$ cat config.mk
export PLATFORM = sky130hd
export DESIGN_NAME = pinmux_top
export DESIGN_NICKNAME = d
export VERILOG_FILES = /design/src/rtl/pinmux_pkg.sv /design/src/rtl/pinmux_regs.sv /design/src/rtl/pinmux_altsrc.sv /design/src/rtl/pinmux_pad_mode.sv /design/src/rtl/pinmux_force.sv /design/src/rtl/pinmux_top.sv
export SDC_FILE = /design/constraint.sdc
export NUM_CORES = 1
export LEC_CHECK = 0
export ABC_CLOCK_PERIOD_IN_PS = 4700
export CORE_MARGIN = 8
export CORE_UTILIZATION = 45
export DETAILED_ROUTE_END_ITERATION = 8
export PLACE_DENSITY = 0.73
export SETUP_SLACK_MARGIN = 0.15
export SLEW_MARGIN = 15
export SYNTH_ARGS = -nofsm -noshare
export SYNTH_HDL_FRONTEND = slang
export SYNTH_SLANG_ARGS = --single-unit
$ cat constraint.sdc
create_clock -name clk -period 4.7 [get_ports clk]
set_input_delay 0.47 -clock clk [delete_from_list [all_inputs] [get_ports clk]]
set_output_delay 0.47 -clock clk [all_outputs]
set_load 0.01 [all_outputs]
$ cat src/rtl/pinmux_pkg.sv
package pinmux_pkg;
  localparam int CW = 4;

  typedef enum logic [3:0] {
    MODE_IN_FLOAT = 4'd0,
    MODE_IN_PU    = 4'd1,
    MODE_IN_PD    = 4'd2,
    MODE_OUT_PP   = 4'd3,
    MODE_OUT_OD   = 4'd4,
    MODE_ALT_PP   = 4'd5,
    MODE_ALT_OD   = 4'd6
  } pin_mode_e;

  typedef struct packed {
    logic drv;
    logic oe;
    logic od;
    logic pu;
    logic pd;
  } pad_t;

  localparam pad_t PAD_IDLE = '0;

  // fixed pin positions that peripherals decode
  localparam int PIN_TRACE0  = 4;
  localparam int PIN_TRACE1  = 5;
  localparam int PIN_VREG    = 7;
  localparam int PIN_DBG_RST = 16;
  localparam int PIN_DBG_DO  = 18;
  localparam int PIN_DBG_DI  = 19;
  localparam int PIN_DBG_MS  = 20;

  // destination pin of a timer channel for a given route bit
  function automatic int tmr_pin(input int ch, input logic to_b);
    case (ch)
      0:       tmr_pin = to_b ? 9  : 0;
      1:       tmr_pin = to_b ? 10 : 3;
      2:       tmr_pin = to_b ? 11 : 1;
      default: tmr_pin = to_b ? 12 : 2;
    endcase
  endfunction
endpackage

$ cat src/rtl/pinmux_regs.sv
module pinmux_regs import pinmux_pkg::*; #(
  parameter int NPORT = 3,
  parameter int PW    = 8,
  parameter int NCH   = 4,
  parameter int AW    = 5,
  parameter int NCTL  = 3
) (
  input  logic                  clk,
  input  logic                  rst_n,
  input  logic                  wr_en,
  input  logic [AW-1:0]         wr_addr,
  input  logic [PW-1:0]         wr_data,
  input  logic [AW-1:0]         rd_addr,
  output logic [PW-1:0]         rd_data,
  output logic [NPORT*PW*CW-1:0] cfg_q,
  output logic [NPORT*PW-1:0]   dat_q,
  output logic [NCH-1:0]        route_q,
  output logic [NCTL-1:0]       ctl_q
);
  localparam int NPIN       = NPORT * PW;
  localparam int NCFG_ADDR  = (NPIN * CW) / PW;
  localparam int ADDR_DAT   = NCFG_ADDR;
  localparam int ADDR_ROUTE = ADDR_DAT + NPORT;
  localparam int ADDR_CTL   = ADDR_ROUTE + 1;

  always_ff @(posedge clk or negedge rst_n) begin
    if (!rst_n) begin
      cfg_q   <= '0;
      dat_q   <= '0;
      route_q <= '0;
      ctl_q   <= '0;
    end else if (wr_en) begin
      for (int a = 0; a < NCFG_ADDR; a++)
        if (wr_addr == AW'(a)) cfg_q[a*PW +: PW] <= wr_data;
      for (int k = 0; k < NPORT; k++)
        if (wr_addr == AW'(ADDR_DAT + k)) dat_q[k*PW +: PW] <= wr_data;
      if (wr_addr == AW'(ADDR_ROUTE)) route_q <= wr_data[NCH-1:0];
      if (wr_addr == AW'(ADDR_CTL))   ctl_q   <= wr_data[NCTL-1:0];
    end
  end

  always_comb begin
    rd_data = '0;
    for (int a = 0; a < NCFG_ADDR; a++)
      if (rd_addr == AW'(a)) rd_data = cfg_q[a*PW +: PW];
    for (int k = 0; k < NPORT; k++)
      if (rd_addr == AW'(ADDR_DAT + k)) rd_data = dat_q[k*PW +: PW];
    if (rd_addr == AW'(ADDR_ROUTE)) rd_data = PW'(route_q);
    if (rd_addr == AW'(ADDR_CTL))   rd_data = PW'(ctl_q);
  end
endmodule

$ cat src/rtl/pinmux_altsrc.sv
module pinmux_altsrc import pinmux_pkg::*; #(
  parameter int NPIN = 24,
  parameter int NCH  = 4
) (
  input  logic [NCH-1:0]  tmr_oc,
  input  logic [NCH-1:0]  tmr_oc_en,
  input  logic [NCH-1:0]  route,
  input  logic [NPIN-1:0] ser_out,
  input  logic [NPIN-1:0] ser_own,
  input  logic            trace_sel,
  input  logic            pkt_trace_en,
  input  logic            pkt_trace_data,
  input  logic [1:0]      cpu_trace,
  output logic [NPIN-1:0] alt_val
);
  for (genvar p = 0; p < NPIN; p++) begin : g_pin
    logic tmr_hit;
    logic tmr_val;
    logic trc_val;

    always_comb begin
      tmr_hit = 1'b0;
      tmr_val = 1'b0;
      for (int c = 0; c < NCH; c++) begin
        if (tmr_oc_en[c] && (tmr_pin(c, route[c]) == p)) begin
          tmr_hit = 1'b1;
          tmr_val = tmr_oc[c];
        end
      end
    end

    if (p == PIN_TRACE0) begin : g_trc0
      assign trc_val = trace_sel ? cpu_trace[0] : pkt_trace_en;
    end else if (p == PIN_TRACE1) begin : g_trc1
      assign trc_val = trace_sel ? cpu_trace[1] : pkt_trace_data;
    end else begin : g_notrc
      assign trc_val = 1'b0;
    end

    // ladder: timer, then serial, then trace, else zero
    assign alt_val[p] = tmr_hit    ? tmr_val :
                        ser_own[p] ? ser_out[p] : trc_val;
  end
endmodule

$ cat src/rtl/pinmux_pad_mode.sv
module pinmux_pad_mode import pinmux_pkg::*; (
  input  logic [CW-1:0] mode,
  input  logic          gpio_val,
  input  logic          alt_val,
  output pad_t          pad
);
  always_comb begin
    pad = PAD_IDLE;
    case (mode)
      MODE_IN_PU: pad.pu = 1'b1;
      MODE_IN_PD: pad.pd = 1'b1;
      MODE_OUT_PP: begin
        pad.drv = gpio_val;
        pad.oe  = 1'b1;
      end
      MODE_OUT_OD: begin
        pad.drv = gpio_val;
        pad.oe  = ~gpio_val;
        pad.od  = 1'b1;
      end
      MODE_ALT_PP: begin
        pad.drv = alt_val;
        pad.oe  = 1'b1;
      end
      MODE_ALT_OD: begin
        pad.drv = alt_val;
        pad.oe  = ~alt_val;
        pad.od  = 1'b1;
      end
      default: pad = PAD_IDLE;
    endcase
  end
endmodule

$ cat src/rtl/pinmux_force.sv
module pinmux_force import pinmux_pkg::*; #(
  parameter int NPIN = 24
) (
  input  pad_t base [NPIN],
  input  logic dbg_release,
  input  logic vreg_force,
  input  logic jtag_active,
  input  logic swd_active,
  input  logic swd_drive,
  input  logic swd_dout,
  input  logic jtag_tdo,
  input  logic regulator_en,
  output pad_t fin  [NPIN]
);
  pad_t in_pu;
  assign in_pu = '{drv: 1'b0, oe: 1'b0, od: 1'b0, pu: 1'b1, pd: 1'b0};

  always_comb begin
    fin = base;
    if (vreg_force) begin
      fin[PIN_VREG] = '{drv: regulator_en, oe: ~regulator_en, od: 1'b1, pu: 1'b0, pd: 1'b0};
    end
    if (!dbg_release && jtag_active) begin
      fin[PIN_DBG_RST] = in_pu;
      fin[PIN_DBG_DO]  = '{drv: jtag_tdo, oe: 1'b1, od: 1'b0, pu: 1'b0, pd: 1'b0};
      fin[PIN_DBG_DI]  = in_pu;
      fin[PIN_DBG_MS]  = in_pu;
    end
    if (!dbg_release && swd_active) begin
      fin[PIN_DBG_MS] = '{drv: swd_dout, oe: swd_drive, od: 1'b0, pu: 1'b0, pd: 1'b0};
    end
  end
endmodule

$ cat src/rtl/pinmux_top.sv
module pinmux_top import pinmux_pkg::*; #(
  parameter int NPORT = 3,
  parameter int PW    = 8,
  parameter int NCH   = 4,
  parameter int AW    = 5
) (
  input  logic                  clk,
  input  logic                  rst_n,
  input  logic                  wr_en,
  input  logic [AW-1:0]         wr_addr,
  input  logic [PW-1:0]         wr_data,
  input  logic [AW-1:0]         rd_addr,
  output logic [PW-1:0]         rd_data,
  input  logic [NCH-1:0]        tmr_oc,
  input  logic [NCH-1:0]        tmr_oc_en,
  input  logic [NPORT*PW-1:0]   ser_out,
  input  logic [NPORT*PW-1:0]   ser_own,
  input  logic                  pkt_trace_en,
  input  logic                  pkt_trace_data,
  input  logic [1:0]            cpu_trace,
  input  logic                  jtag_active,
  input  logic                  swd_active,
  input  logic                  swd_drive,
  input  logic                  swd_dout,
  input  logic                  jtag_tdo,
  input  logic                  regulator_en,
  output logic [NPORT*PW-1:0]   pin_out,
  output logic [NPORT*PW-1:0]   pin_oe,
  output logic [NPORT*PW-1:0]   pin_od,
  output logic [NPORT*PW-1:0]   pin_pu,
  output logic [NPORT*PW-1:0]   pin_pd
);
  localparam int NPIN = NPORT * PW;
  localparam int NCTL = 3;

  logic [NPIN*CW-1:0] cfg_w;
  logic [NPIN-1:0]    dat_w;
  logic [NCH-1:0]     route_w;
  logic [NCTL-1:0]    ctl_w;
  logic [NPIN-1:0]    alt_w;
  pad_t               base_w [NPIN];
  pad_t               fin_w  [NPIN];

  pinmux_regs #(.NPORT(NPORT), .PW(PW), .NCH(NCH), .AW(AW), .NCTL(NCTL)) u_regs (
    .clk(clk), .rst_n(rst_n), .wr_en(wr_en), .wr_addr(wr_addr), .wr_data(wr_data),
    .rd_addr(rd_addr), .rd_data(rd_data),
    .cfg_q(cfg_w), .dat_q(dat_w), .route_q(route_w), .ctl_q(ctl_w)
  );

  pinmux_altsrc #(.NPIN(NPIN), .NCH(NCH)) u_alt (
    .tmr_oc(tmr_oc), .tmr_oc_en(tmr_oc_en), .route(route_w),
    .ser_out(ser_out), .ser_own(ser_own), .trace_sel(ctl_w[2]),
    .pkt_trace_en(pkt_trace_en), .pkt_trace_data(pkt_trace_data),
    .cpu_trace(cpu_trace), .alt_val(alt_w)
  );

  for (genvar p = 0; p < NPIN; p++) begin : g_pad
    pinmux_pad_mode u_mode (
      .mode(cfg_w[p*CW +: CW]), .gpio_val(dat_w[p]), .alt_val(alt_w[p]), .pad(base_w[p])
    );
    assign pin_out[p] = fin_w[p].drv;
    assign pin_oe[p]  = fin_w[p].oe;
    assign pin_od[p]  = fin_w[p].od;
    assign pin_pu[p]  = fin_w[p].pu;
    assign pin_pd[p]  = fin_w[p].pd;
  end

  pinmux_force #(.NPIN(NPIN)) u_force (
    .base(base_w), .dbg_release(ctl_w[0]), .vreg_force(ctl_w[1]),
    .jtag_active(jtag_active), .swd_active(swd_active), .swd_drive(swd_drive),
    .swd_dout(swd_dout), .jtag_tdo(jtag_tdo), .regulator_en(regulator_en),
    .fin(fin_w)
  );
endmodule

## Word-level counts from Yosys, hierarchy flattened

Cells that the tools add are included.

| word-level totals | value |
|---|---|
| output and inout bits | 128 |
| bits of input ports | 87 |
| logic and storage cells | 843 |
| flip-flop bits (word level) | 127 |

| operators by class | value |
|---|---|
| reductions and logical operators | 146 |
| muxes and demuxes | 363 |
| bitwise logic cells | 49 |
| eq/ne operators | 268 |

Operators by type and width:

| kind | number |
|---|---|
| 32-bit by 5-bit == test with 1-bit output, second input constant | 32 |
| 32-bit by 6-bit == test with 1-bit output, second input constant | 32 |
| 32-bit by 4-bit == test with 1-bit output, second input constant | 16 |
| 1-bit 2-to-1 mux | 314 |
| 4-bit by 3-bit == test with 1-bit output, second input constant | 72 |
| 32-bit by 3-bit == test with 1-bit output, second input constant | 8 |
| 4-bit by 2-bit == test with 1-bit output, second input constant | 48 |
| 2-bit case mux with 4 select lines | 24 |
| 8-bit 2-to-1 mux | 17 |
| 32-bit by 2-bit == test with 1-bit output, second input constant | 4 |
| 32-bit logical NOT | 4 |
| 1-bit logical AND | 98 |
| 4-bit by 1-bit == test with 1-bit output, second input constant | 24 |
| 5-bit by 4-bit == test with 1-bit output, second input constant | 16 |
| 1-bit NOT | 49 |
| 2-bit OR reduction | 24 |
| 5-bit by 3-bit == test with 1-bit output, second input constant | 8 |
| 2-bit AND reduction | 17 |
| 5-bit by 2-bit == test with 1-bit output, second input constant | 4 |
| 4-bit 2-to-1 mux | 4 |
| 15-bit 2-to-1 mux | 1 |
| 5-bit 2-to-1 mux | 3 |
| 5-bit by 1-bit == test with 1-bit output, second input constant | 2 |
| 5-bit == test, second input constant | 2 |
| other kinds (2) | 3 |

## Longest topological paths before layout

| depth | value |
|---|---|
| depth in word-level cells | 18 |
| gate-level depth with buffers | 9 |
| gate-level depth less buffers | 6 |

## Cells and area by module

Synthesis repeated with hierarchy kept, for this count alone.

| second synthesis, totals | value |
|---|---|
| cells, all modules | 1,053 |
| area, all modules | 10,201.0 um^2 |

By module, submodules not included:

| module | seq. area each (um^2) | area an instance (um^2) | instances | cells each |
|---|---|---|---|---|
| pinmux_regs | 3,178.0 | 6,567.5 | 1 | 543 |
| pinmux_pad_mode | 0.0 | 100.1 | 24 | 14 |
| pinmux_force | 0.0 | 940.9 | 1 | 126 |
| pinmux_altsrc | 0.0 | 290.3 | 1 | 48 |

## Worst setup path before layout

Ideal clock, no wire load.

| timing | value |
|---|---|
| path kind | input port to output port |
| start point | input rd_addr[4] |
| end point | output rd_data[4] |
| buffers on the path | 2 |
| slack | 2,221 ps |
| data arrival time | 2,009 ps |
| cell stages on the path | 7 |
| data required time | 4,230 ps |
| cells stage by stage | buf_6 > or2_1 > buf_6 > nor3_4 > a21oi_1 > o311a_1 > a2111oi_2 |

| on the way | value |
|---|---|
| longest elaborated chain between the ends | 18 |
| elaborated cells on any way between the ends | 34 |
| those cells by class | eq/ne (16); mux (17); reduce/logical (1) |

Ends and longest elaborated chain:

| item | line | source |
|---|---|---|
| start: declaration | pinmux_top.sv:12 | `input logic [AW-1:0] rd_addr,` |
| 5-bit logical NOT | pinmux_regs.sv:45 | `if (rd_addr == AW'(a)) rd_data = cfg_q[a*PW +: PW];` |
| 8-bit 2-to-1 mux (12 in series) | pinmux_regs.sv:45 |  |
| 8-bit 2-to-1 mux (3 in series) | pinmux_regs.sv:47 | `if (rd_addr == AW'(ADDR_DAT + k)) rd_data = dat_q[k*PW +: PW];` |
| 8-bit 2-to-1 mux | pinmux_regs.sv:48 | `if (rd_addr == AW'(ADDR_ROUTE)) rd_data = PW'(route_q);` |
| 8-bit 2-to-1 mux * | pinmux_regs.sv:49 | `if (rd_addr == AW'(ADDR_CTL)) rd_data = PW'(ctl_q);` |
| end: declaration | pinmux_top.sv:13 | `output logic [PW-1:0] rd_data,` |

Mark *: on every way between the ends. The rest lies on a longest branch, timed or not.

## Final worst setup path

| timing | value |
|---|---|
| start point | input rd_addr[3] |
| end point | output rd_data[2] |

The elaborated chain is that of the path after synthesis.

==> summary.md <==
The run finished with clean final reports. In this run the horizontal extent of the chip is 159.2 µm. Once the floorplan was initialized, standard cells occupied 45.78% of the core. The largest net degree at the start of global routing was 71; the routed via count was 9175. In this run the static leakage power is 4.725 nW. The core region is 0.02017 mm². On the worst path, the slowest cell contributes a delay of 0.90 ns. Using the TritonRoute via totals, the vias-per-cell ratio works out to 6.125. The tightest min-delay check is of the primary input to async pin type.

For the normalized max-slew margin, the log shows 23.32%. CTS placed an instance of sky130_fd_sc_hd__clkbuf_16 at the clock tree root. The post-synthesis to final-layout area growth works out to 31.12%.

The port buffer count came out at 214. Setup repair after global routing left no endpoint under its margin. Yosys attributes the largest share of cell area to sky130_fd_sc_hd__dfrtp_1, sky130_fd_sc_hd__mux2_2, sky130_fd_sc_hd__nand2_1. The repair_antennas step left the layout with diodes totalling 0.

The number of hold violations in the final report came out at 0. Yosys instantiated no cell more often than sky130_fd_sc_hd__dfrtp_1. The tools report the post-CTS setup buffer count as 0.

Global routing finished with a remaining overflow of 0. After synthesis the netlist holds a flip-flop and latch count of 127. The tools report the total number of H-tree levels as 4.

The worst setup path is captured at an output port. In the synthesized netlist the async set-or-reset flop fraction comes to 100.0%. Detailed placement finished with a half-perimeter wire length of 27210 µm.

The most used flip-flop cell after synthesis is sky130_fd_sc_hd__dfrtp_1. The number of global-route vias before repair is 9078, and the count of mapped cells out of synthesis is 1041. The net count of the finished layout was 1302; the power density over the cells was 380.7 mW/mm². Standard cell with the maximum stage delay on the critical path: sky130_fd_sc_hd__clkdlybuf4s50_1. Walking the worst path, the cells encountered are clkdlybuf4s50_1, nand2b_1, nor3_1, a221o_1, a211oi_1, nor3_1, clkdlybuf4s50_1. For the global-route total usage across every layer, the log shows 27.83%. The logs give 35860 µm for the final wirelength and 0 ns for the accumulated negative setup slack. The tools report the number of pins exceeding their max-slew limit in the final report as 0.

After synthesis, the netlist uses 65 different library cells. After layout, the worst setup slack is 0.5749 ns. The tools report the highest clock rate as 242.4 MHz. The synthesis warning total was 0; the transition time of the tightest slew-check pin was 1.144 ns.

The critical path is of the primary input to output port type. Gates resized during post-CTS repair numbered 0. Synthesized netlist net count: 1128. The initial antenna violation count is 1, and the number of buffers created by CTS is 17.

Final weighted congestion in routability-driven placement: 1.019. The synthesized netlist occupies a cell area of 0.009233 mm². The number of DRC violations after detailed-routing iteration 0 is 990, and the die footprint is 0.02536 mm². By count the netlist is led by sky130_fd_sc_hd__dfrtp_1, sky130_fd_sc_hd__mux2_2, sky130_fd_sc_hd__nand2_1, sky130_fd_sc_hd__nor2_1, sky130_fd_sc_hd__o21ai_0. For this design, the CTS-stage hold fixing added 0 buffers.

The logs give 127 for the total number of clock tree sinks and 0.01211 mm² for the summed area of non-filler cells in the final layout. The tools report the peak ir drop on the vdd network as 0.0002397 V. Setup violations remaining at the end of the flow were counted as 0. TritonCTS built the clock tree. In the routed design, unresolved DRC markers number 0. The floorplan step set the die height to 159.2 µm. 215 I/O pins were placed. Critical path arrival: 3.66 ns. The CTS clock-pin slew for the worst setup and hold paths came out at 0.06 ns.

In the final layout, the share of cells above drive strength 1 is 15.07%. In this run, synthesis inferred 0 flip-flops with an integrated enable. The clock passes through at most 2 buffers. sky130_fd_sc_hd__dfrtp_1 takes more of the synthesized area than any other cell. Mean cell area of the mapped netlist: 8.869 µm².

The worst path uses 87.77% of the clock period. Of all nets on the critical path, the largest fanout is 18. The tools report the type of element launching the critical path as a primary input. The worst path needs 4.125 ns of the cycle, external delays included. The clock reaches the later pin of the worst-skew pair after 0.42 ns. The wire length per cell after detailed routing is 23.94 µm. The logs give 55080 µm for the global-route wire length before repair and 52 for the row count. Timing analysis after detailed placement gives a worst setup slack of 0.6941 ns. The number of nets with antenna violations after detailed routing was 0; the required arrival time at the worst endpoint was 4.23 ns. The placement-stage cell area came out at 0.01151 mm².

The pre-antenna-repair detailed-routing pass consisted of 8 iterations. Across the run, the number of max-cap violations was 0. The clock arrives with 0 ns of skew.

The share of the Yosys chip area taken by registers is 34.42%. Of the post-synthesis cell area, the dominant cell type holds 34.42%.
layout by cell type (no fill, tap or decap), types with 4 or more instances in the layout:
cell,n
sky130_fd_sc_hd__inv_6,5
sky130_fd_sc_hd__o22ai_1,7
sky130_fd_sc_hd__xor2_1,4
sky130_fd_sc_hd__o21ai_0,62
sky130_fd_sc_hd__and3_1,8
sky130_fd_sc_hd__a32oi_1,5
sky130_fd_sc_hd__nand2b_1,56
sky130_fd_sc_hd__buf_4,15
sky130_fd_sc_hd__o31ai_1,4
sky130_fd_sc_hd__a21oi_1,59
sky130_fd_sc_hd__nor3b_1,31
sky130_fd_sc_hd__mux2i_1,24
sky130_fd_sc_hd__o2bb2ai_1,6
sky130_fd_sc_hd__nor2b_1,42
sky130_fd_sc_hd__a22oi_1,27
sky130_fd_sc_hd__inv_1,8
sky130_fd_sc_hd__a31o_2,5
sky130_fd_sc_hd__clkinvlp_4,4
sky130_fd_sc_hd__dfrtp_1,127
sky130_fd_sc_hd__a221oi_1,7
sky130_fd_sc_hd__nand2_1,106
sky130_fd_sc_hd__mux2_2,119
sky130_fd_sc_hd__clkbuf_16,17
sky130_fd_sc_hd__nor2_1,66
sky130_fd_sc_hd__nor3_1,15
sky130_fd_sc_hd__a211oi_1,5
sky130_fd_sc_hd__or3_1,4
sky130_fd_sc_hd__o221ai_1,4
sky130_fd_sc_hd__nor4b_1,41
sky130_fd_sc_hd__nand3b_1,19
sky130_fd_sc_hd__nand3_1,39
sky130_fd_sc_hd__mux2_1,8
sky130_fd_sc_hd__nor4_1,9
sky130_fd_sc_hd__clkdlybuf4s50_1,212
sky130_fd_sc_hd__a221o_1,4
worst paths after layout:
path / to / slack, ns / startpoint / cells past startpoint
hold / removal: u_regs.cfg_q[59] / 0.14 / rst_n / 1
max in group asynchronous: u_regs.cfg_q[30] / 3.74 / rst_n / 2
hold reg to reg: u_regs.dat_q[2] / 0.58 / u_regs.dat_q[2] / 1
setup reg to reg: u_regs.dat_q[19] / 3.71 / u_regs.dat_q[19] / 2
min in group clk: u_regs.dat_q[2] / 0.58 / u_regs.dat_q[2] / 1
setup / recovery: rd_data[2] / 0.57 / rd_addr[3] / 7
cell type report:
| type | count | area [µm²] |
|---|---|---|
| fill | 1780 | 8064 |
| multi-input combinational | 831 | 5702 |
| sequential | 127 | 3178 |
| timing repair buffer | 229 | 2260 |
| clock buffer | 19 | 442.9 |
| tap | 270 | 337.8 |
| clock inverter | 13 | 151.4 |
| inverter | 9 | 33.78 |
routing by layer:
layer | wire, µm | vias to the layer above | track usage (%) | share of wire, %
li1 | - | 4192 | - | -
met1 | 15220 | 4490 | 35.45 | 42
met2 | 16460 | 413 | 44.39 | 46
met3 | 2948 | 80 | 7.239 | 8.2
met4 | 1238 | 0 | 10.98 | 3.5
met5 | 0 | - | 0 | 0
per-stage QoR:
stage | util (%) | power (mW) | std cells | hold WS (ns)
floorplan | - | 2.481 | 1041 | 0.1744
global placement | 57.07 | 3.261 | 1466 | 0.5421
detailed placement | 57.07 | 3.283 | 1466 | 0.5565
CTS | 60.02 | 4.618 | 1498 | 0.1823
global route | 60.02 | 4.851 | 1498 | 0.2284
finish | 60.02 | 4.609 | 1498 | 0.1447
state kept, by name, indices dropped and copies added (netlist names):
| name | cells |
|---|---|
| u_regs.dat_q | 24 |
| u_regs.route_q | 4 |
| u_regs.ctl_q | 3 |
| u_regs.cfg_q | 96 |
worst max-delay path, delay by kind of cell:
family	cells	cell delay, ns
AND/OR/NAND/NOR	3	1.25
AO/OA/AOI/OAI	2	0.42
buffers and inverters	2	1.52
cell families after synthesis:
kind of cell	after synthesis	synth area share, %
simple gates	455	27.65
compound gates	219	15.30
mux	152	18.34
flops	127	34.42
buf+inv	83	3.822
xor+xnor	5	0.4743
power breakdown:
group          switching (mW)  total, mW  internal (mW)
registers               0.499       1.80           1.30
logic                   0.632       1.48          0.845
clock network           0.525       1.33          0.804
total                    1.66       4.61           2.95
No activity file was read; power rests on OpenSTA's default activity.
